==> config.mk <==
export PLATFORM = sky130hd
export DESIGN_NAME = phase_offset_stage
export DESIGN_NICKNAME = d
export VERILOG_FILES = /design/src/rtl/phoff_pkg.sv /design/src/rtl/phoff_psk_map.sv /design/src/rtl/phoff_offset_reg.sv /design/src/rtl/phoff_sum_reg.sv /design/src/rtl/phase_offset_stage.sv
export SDC_FILE = /design/constraint.sdc
export NUM_CORES = 1
export LEC_CHECK = 0
export BUFFER_PORTS_ARGS = -buffer_cell sky130_fd_sc_hd__buf_2
export CAP_MARGIN = 20
export CELL_PAD_IN_SITES_DETAIL_PLACEMENT = 1
export CELL_PAD_IN_SITES_GLOBAL_PLACEMENT = 2
export CORE_ASPECT_RATIO = 1.2
export CORE_MARGIN = 2
export CORE_UTILIZATION = 28
export CTS_BUF_LIST = sky130_fd_sc_hd__clkbuf_2
export DETAILED_ROUTE_END_ITERATION = 6
export HOLD_SLACK_MARGIN = 0.06
export PLACE_DENSITY_LB_ADDON = 0.15
export SETUP_SLACK_MARGIN = 0.02
export SYNTH_ARGS = -nofsm -noshare
export SYNTH_HDL_FRONTEND = slang
export SYNTH_SLANG_ARGS = --single-unit
export TNS_END_PERCENT = 10
==> constraint.sdc <==
create_clock -name clk -period 2.5 [get_ports clk]
set_input_delay 0.25 -clock clk [delete_from_list [all_inputs] [get_ports clk]]
set_output_delay 0.25 -clock clk [all_outputs]
set_load 0.05 [all_outputs]
==> src/rtl/phoff_pkg.sv <==
package phoff_pkg;

    // Width of the modulation code and the top-bits field it drives
    localparam int PSK_W = 3;

    // Offset source selection
    typedef enum logic {
        SRC_PSK  = 1'b0,
        SRC_WORD = 1'b1
    } off_src_e;

    // Octant index (count of 45 degree steps) for each modulation code.
    // The code set is not binary ordered: codes 1xx visit 270,315,180,225.
    function automatic logic [PSK_W-1:0] psk_to_octant(input logic [PSK_W-1:0] code);
        return {code[2], code[2] ^ code[1], code[0]};
    endfunction

endpackage

==> src/rtl/phoff_psk_map.sv <==
module phoff_psk_map
    import phoff_pkg::*;
#(
    parameter int OFF_W = 16
) (
    input  logic [PSK_W-1:0] code,
    output logic [OFF_W-1:0] word
);
    localparam int PAD_W = OFF_W - PSK_W;

    logic [PSK_W-1:0] octant;

    always_comb begin
        octant = psk_to_octant(code);
    end

    generate
        if (PAD_W > 0) begin : g_pad
            assign word = {octant, {PAD_W{1'b0}}};
        end else begin : g_nopad
            assign word = octant[PSK_W-1 -: OFF_W];
        end
    endgenerate
endmodule

==> src/rtl/phoff_offset_reg.sv <==
module phoff_offset_reg
    import phoff_pkg::*;
#(
    parameter int OFF_W = 16
) (
    input  logic             clk,
    input  logic             rst,
    input  logic             load_n,
    input  off_src_e         src,
    input  logic [OFF_W-1:0] word_in,
    input  logic [OFF_W-1:0] psk_in,
    output logic [OFF_W-1:0] off_q
);
    logic [OFF_W-1:0] next_off;

    always_comb begin
        unique case (src)
            SRC_WORD: next_off = word_in;
            SRC_PSK:  next_off = psk_in;
            default:  next_off = psk_in;
        endcase
    end

    always_ff @(posedge clk) begin
        if (rst) begin
            off_q <= '0;
        end else if (!load_n) begin
            off_q <= next_off;
        end
    end
endmodule

==> src/rtl/phoff_sum_reg.sv <==
module phoff_sum_reg #(
    parameter int ACC_W = 32,
    parameter int OFF_W = 16,
    parameter int OUT_W = 28
) (
    input  logic             clk,
    input  logic             rst,
    input  logic [ACC_W-1:0] acc,
    input  logic [OFF_W-1:0] off,
    output logic [OUT_W-1:0] phase_q
);
    localparam int LO_W = ACC_W - OFF_W;

    logic [OFF_W-1:0] hi_sum;
    logic [ACC_W-1:0] full;

    always_comb begin
        // carry out of the top bit is dropped: modulo 2^ACC_W wrap
        hi_sum = acc[ACC_W-1:LO_W] + off;
        full   = {hi_sum, acc[LO_W-1:0]};
    end

    always_ff @(posedge clk) begin
        if (rst) begin
            phase_q <= '0;
        end else begin
            phase_q <= full[ACC_W-1 -: OUT_W];
        end
    end
endmodule

==> src/rtl/phase_offset_stage.sv <==
module phase_offset_stage
    import phoff_pkg::*;
#(
    parameter int ACC_W = 32,
    parameter int OFF_W = 16,
    parameter int OUT_W = 28
) (
    input  logic             clk,
    input  logic             rst,
    input  logic [ACC_W-1:0] acc_phase,
    input  logic [OFF_W-1:0] phase_word,
    input  logic [PSK_W-1:0] psk_code,
    input  logic             src_sel,
    input  logic             load_n,
    output logic [OUT_W-1:0] inst_phase
);
    logic [OFF_W-1:0] psk_word;
    logic [OFF_W-1:0] off_q;
    off_src_e         src;

    assign src = off_src_e'(src_sel);

    phoff_psk_map #(.OFF_W(OFF_W)) u_map (
        .code (psk_code),
        .word (psk_word)
    );

    phoff_offset_reg #(.OFF_W(OFF_W)) u_off (
        .clk     (clk),
        .rst     (rst),
        .load_n  (load_n),
        .src     (src),
        .word_in (phase_word),
        .psk_in  (psk_word),
        .off_q   (off_q)
    );

    phoff_sum_reg #(.ACC_W(ACC_W), .OFF_W(OFF_W), .OUT_W(OUT_W)) u_sum (
        .clk     (clk),
        .rst     (rst),
        .acc     (acc_phase),
        .off     (off_q),
        .phase_q (inst_phase)
    );
endmodule

==> flow_summary.yaml <==
logic_synthesis:
  ys_ff_latch: 44
  synth_area_leader_cell: "dfxtp_1"
  synth-edff-count: 0
  avgSynthCellArea_um2: 9.341
  synth_flop_cell: "dfxtp_1"
  syn-cell-area_um2: 2046
  ys_top_cells_by_area: "dfxtp_1 43%, ha_1 9.2%, nor2_1 5.9%, nor2b_1 5.5%, a22oi_1 4.8%"
  yosysSeqAreaShare_pct: 43.06
  yosysWarnings: 0
  synth_nets: 290
  synthCells: 219
  yosysTopAreaCellShare_pct: 43.06
  synth_cell_types: 36
  synthArstFlopShare_pct: 0
power_and_ir_drop:
  totalPowerFinal_mw: 1.486
  p_clk_share_pct: 19.9
  seq_power_share_pct: 51.4
  leakage_nw: 1.329
  switchingPower_uw: 516.8
  p_sw_share_pct: 34.78
  internal_power_uw: 968.9
  ir_drop_v: 0.0002671
  power_density_nw_per_um2: 524.2
  power_frac_comb_pct: 28.7
grt:
  grt.overflow.total: 0
  grt_antenna_before_repair: 0
  grt_pass1_vias: 2072
  grt_max_degree: 35
  groute.usage.overall_pct: 15.88
  grt_first_pass_wirelength_um: 9749
timing:
  tightest_slew_ns: 0.6298
  finClkSkew_ns: 0.01916
  finalSetupViolations: 0
  slew_headroom_pct: 58.01
  slew_viol_final: 0
  hold_viol: 0
  fmax_mhz: 437.1
  rsz0062_at_grt: "false"
  finalCritPeriodShare_pct: 91.51
  fin_tns_setup_ns: 0
  min_period_ns: 2.288
clocking:
  cts_htree_levels: 2
  worstSkewPairLatency_ns: 0.40
  root_buffer: "clkbuf_2"
  postCtsSetupRepairBufs: 0
  path_clk_slew_ns: 0.22
  cts_tree: "done"
  clock-sinks: 44
  cts_made_buffers: 5
  clk_path_buf_depth: 2
worst_setup_path:
  crit_buf_inv: 0
  r2r_setup_slack_ns: 0.21
  rr_worst_depth: 7
  worst-path-stages: 7
  worstSetupPathType: "reg -> reg"
  arrival_ns: 2.59
  cp_cell_sequence: "ha_1 > fa_2 > a21o_1 > a221oi_4 > nor3_2 > a2111oi_2 > mux2_2"
  r2r-end: "u_sum.phase_q[26]$_SDFF_PP0_"
  slowest_delay_ns: 0.38
  required_ns: 2.81
  worstSetupEndpointType: "register"
  r2r-start: "u_off.off_q[0]$_SDFFE_PP0N_"
  crit_family: "compound AO/OA/AOI/OAI gates"
  worstSetupStartpoint: "u_off.off_q[0]$_SDFFE_PP0N_"
  worstPathMaxFanout: 4
  slowest_stage: "dfxtp_2"
  critPathLaunchType: "register"
detailed_routing:
  drtIter0Drc: 39
  drc: 0
  via_count: 1973
  vias_per_cell: 4.766
  drt-total-wl_um: 5840
  dr.pass1.iters: 3
  wl_per_cell_um: 14.11
  antenna_left: 0
floorplanning:
  die_area_um2: 8009
  die_y_um: 97.64
  die_w_um: 82.03
  pin_count: 83
  coreArea_um2: 7147
  num_rows: 34
  start_util_pct: 28.62
place:
  post-dp-hpwl_um: 4273
  portBuffers: 78
  place_congestion: 0.7368
outcome:
  outcome: "finished, final reports clean"
worst_hold_path:
  hold_start: "phase_word[11]"
  hp-class: "in -> reg"
  hold_path_depth: 3
  hold_end: "u_off.off_q[11]$_SDFFE_PP0N_"
cells_and_area:
  drive_gt1_share_pct: 30.56
  area_growth_pct: 38.53
  n_antenna_cell: 0
  nNetsFinal: 395
flow_run:
  max_cap_violations: 0
[worst max path at each step]
stage	end
final	u_sum.phase_q[26]$_SDFF_PP0_
after global routing	u_sum.phase_q[26]$_SDFF_PP0_
after floorplan	u_sum.phase_q[26]$_SDFF_PP0_
after global placement	u_sum.phase_q[26]$_SDFF_PP0_
after detailed placement	u_sum.phase_q[26]$_SDFF_PP0_
after CTS	u_sum.phase_q[26]$_SDFF_PP0_
[cells by family (layout without fill, tap and decap cells)]
logic type               Yosys count  in the layout  share of synthesized area, %
multiplexers                       6              6                         3.119
buffers and inverters              9            114                         1.651
AO/OA/AOI/OAI                     54             54                         18.35
AND/OR/NAND/NOR                   80             80                         19.39
flip-flops                        44             44                         43.06
XOR/XNOR                          10             10                         4.281
adder cells (fa/ha/maj)           16             16                         10.15
[repair_timing]
| item | CTS | global route |
|---|---|---|
| gates resized for setup | 0 | 2 |
| setup endpoints to repair | 0 | 1 |
| hold buffers | 24 | 0 |
| hold endpoints to repair | 24 | 0 |
[metrics by stage]
step / instances / cell area (um2) / utilization, % / hold slack, ns / setup WS (ns)
after floorplan: 219 / 2046 / - / 0.3782 / 0.2355
after detailed placement: 383 / 2552 / 35.71 / 0.4653 / 0.04360
after global placement: 383 / 2552 / 35.71 / 0.4570 / 0.03900
after CTS: 414 / 2830 / 39.60 / 0.06640 / 0.04457
after global routing: 414 / 2834 / 39.65 / 0.07228 / 0.07316
final: 414 / 2834 / 39.65 / 0.1058 / 0.2124
[area by class of cell]
type / instances / area [um2]
tap: 90 / 112.6
sequential: 44 / 882.1
clock buffer: 5 / 25.02
timing repair buffer: 107 / 668.1
multi-input combinational: 166 / 1134
fill: 870 / 4313
clock inverter: 2 / 12.51
[cells in the final DEF (no fill, tap or decap), types with 3 or more instances in the layout]
cell type      instances
a21o_1                 5
a21oi_1               14
a22oi_1               13
and2_1                 3
buf_2                 78
buf_4                  5
clkbuf_2               5
dfxtp_1               43
dlygate4sd3_1         24
ha_1                  15
mux2_2                 3
mux2i_1                3
nand2_1               12
nor2_1                32
nor2b_1               18
nor3b_1                3
o211ai_1               3
o21ai_0               10
xnor2_1                5
xor2_1                 5
[flip-flops by register name, indices dropped and copies added, names as in the netlist]
name	count
u_sum.phase_q	28
u_off.off_q	16
[cells in the mapped netlist, drive strengths merged, types with 2 or more instances]
library cell,instances
nor2,32
mux2,3
mux2i,3
nor3b,3
a21oi,14
dfxtp,44
nand4,2
ha,15
nor2b,18
nand2,12
nor3,3
o21ai,10
a22oi,13
nor4,2
a21o,5
xnor2,5
and2,3
xor2,5
o211ai,3
nand3,2
clkbuf,8
[layer usage]
| metal | track usage [%] | vias to the layer above | part of all wire (%) |
|---|---|---|---|
| met2 | 27.64 | 50 | 52 |
| met3 | 3.532 | 4 | 4.8 |
| met5 | 0 | - | 0 |
| met1 | 19.23 | 935 | 43 |
| li1 | - | 984 | - |
| met4 | 4.231 | 0 | 0.89 |
[power groups by stage]
| stage | combinational, mW | sequential [mW] | clock, mW |
|---|---|---|---|
| 2_1_floorplan | 0.156 | 0.900 | 0 |
| 6_report | 0.426 | 0.763 | 0.296 |
| 3_3_place_gp | 0.398 | 0.776 | 0 |
| 5_1_grt | 0.468 | 0.770 | 0.349 |
| 3_5_place_dp | 0.400 | 0.778 | 0 |
| 4_1_cts | 0.430 | 0.765 | 0.322 |
[worst min-delay path, cell delays in order]
cell and delay, ns:
buf_2 0.09, a22oi_1 0.05, nor2_1 0.08
Note: power is estimated with default switching activity, not from simulation.
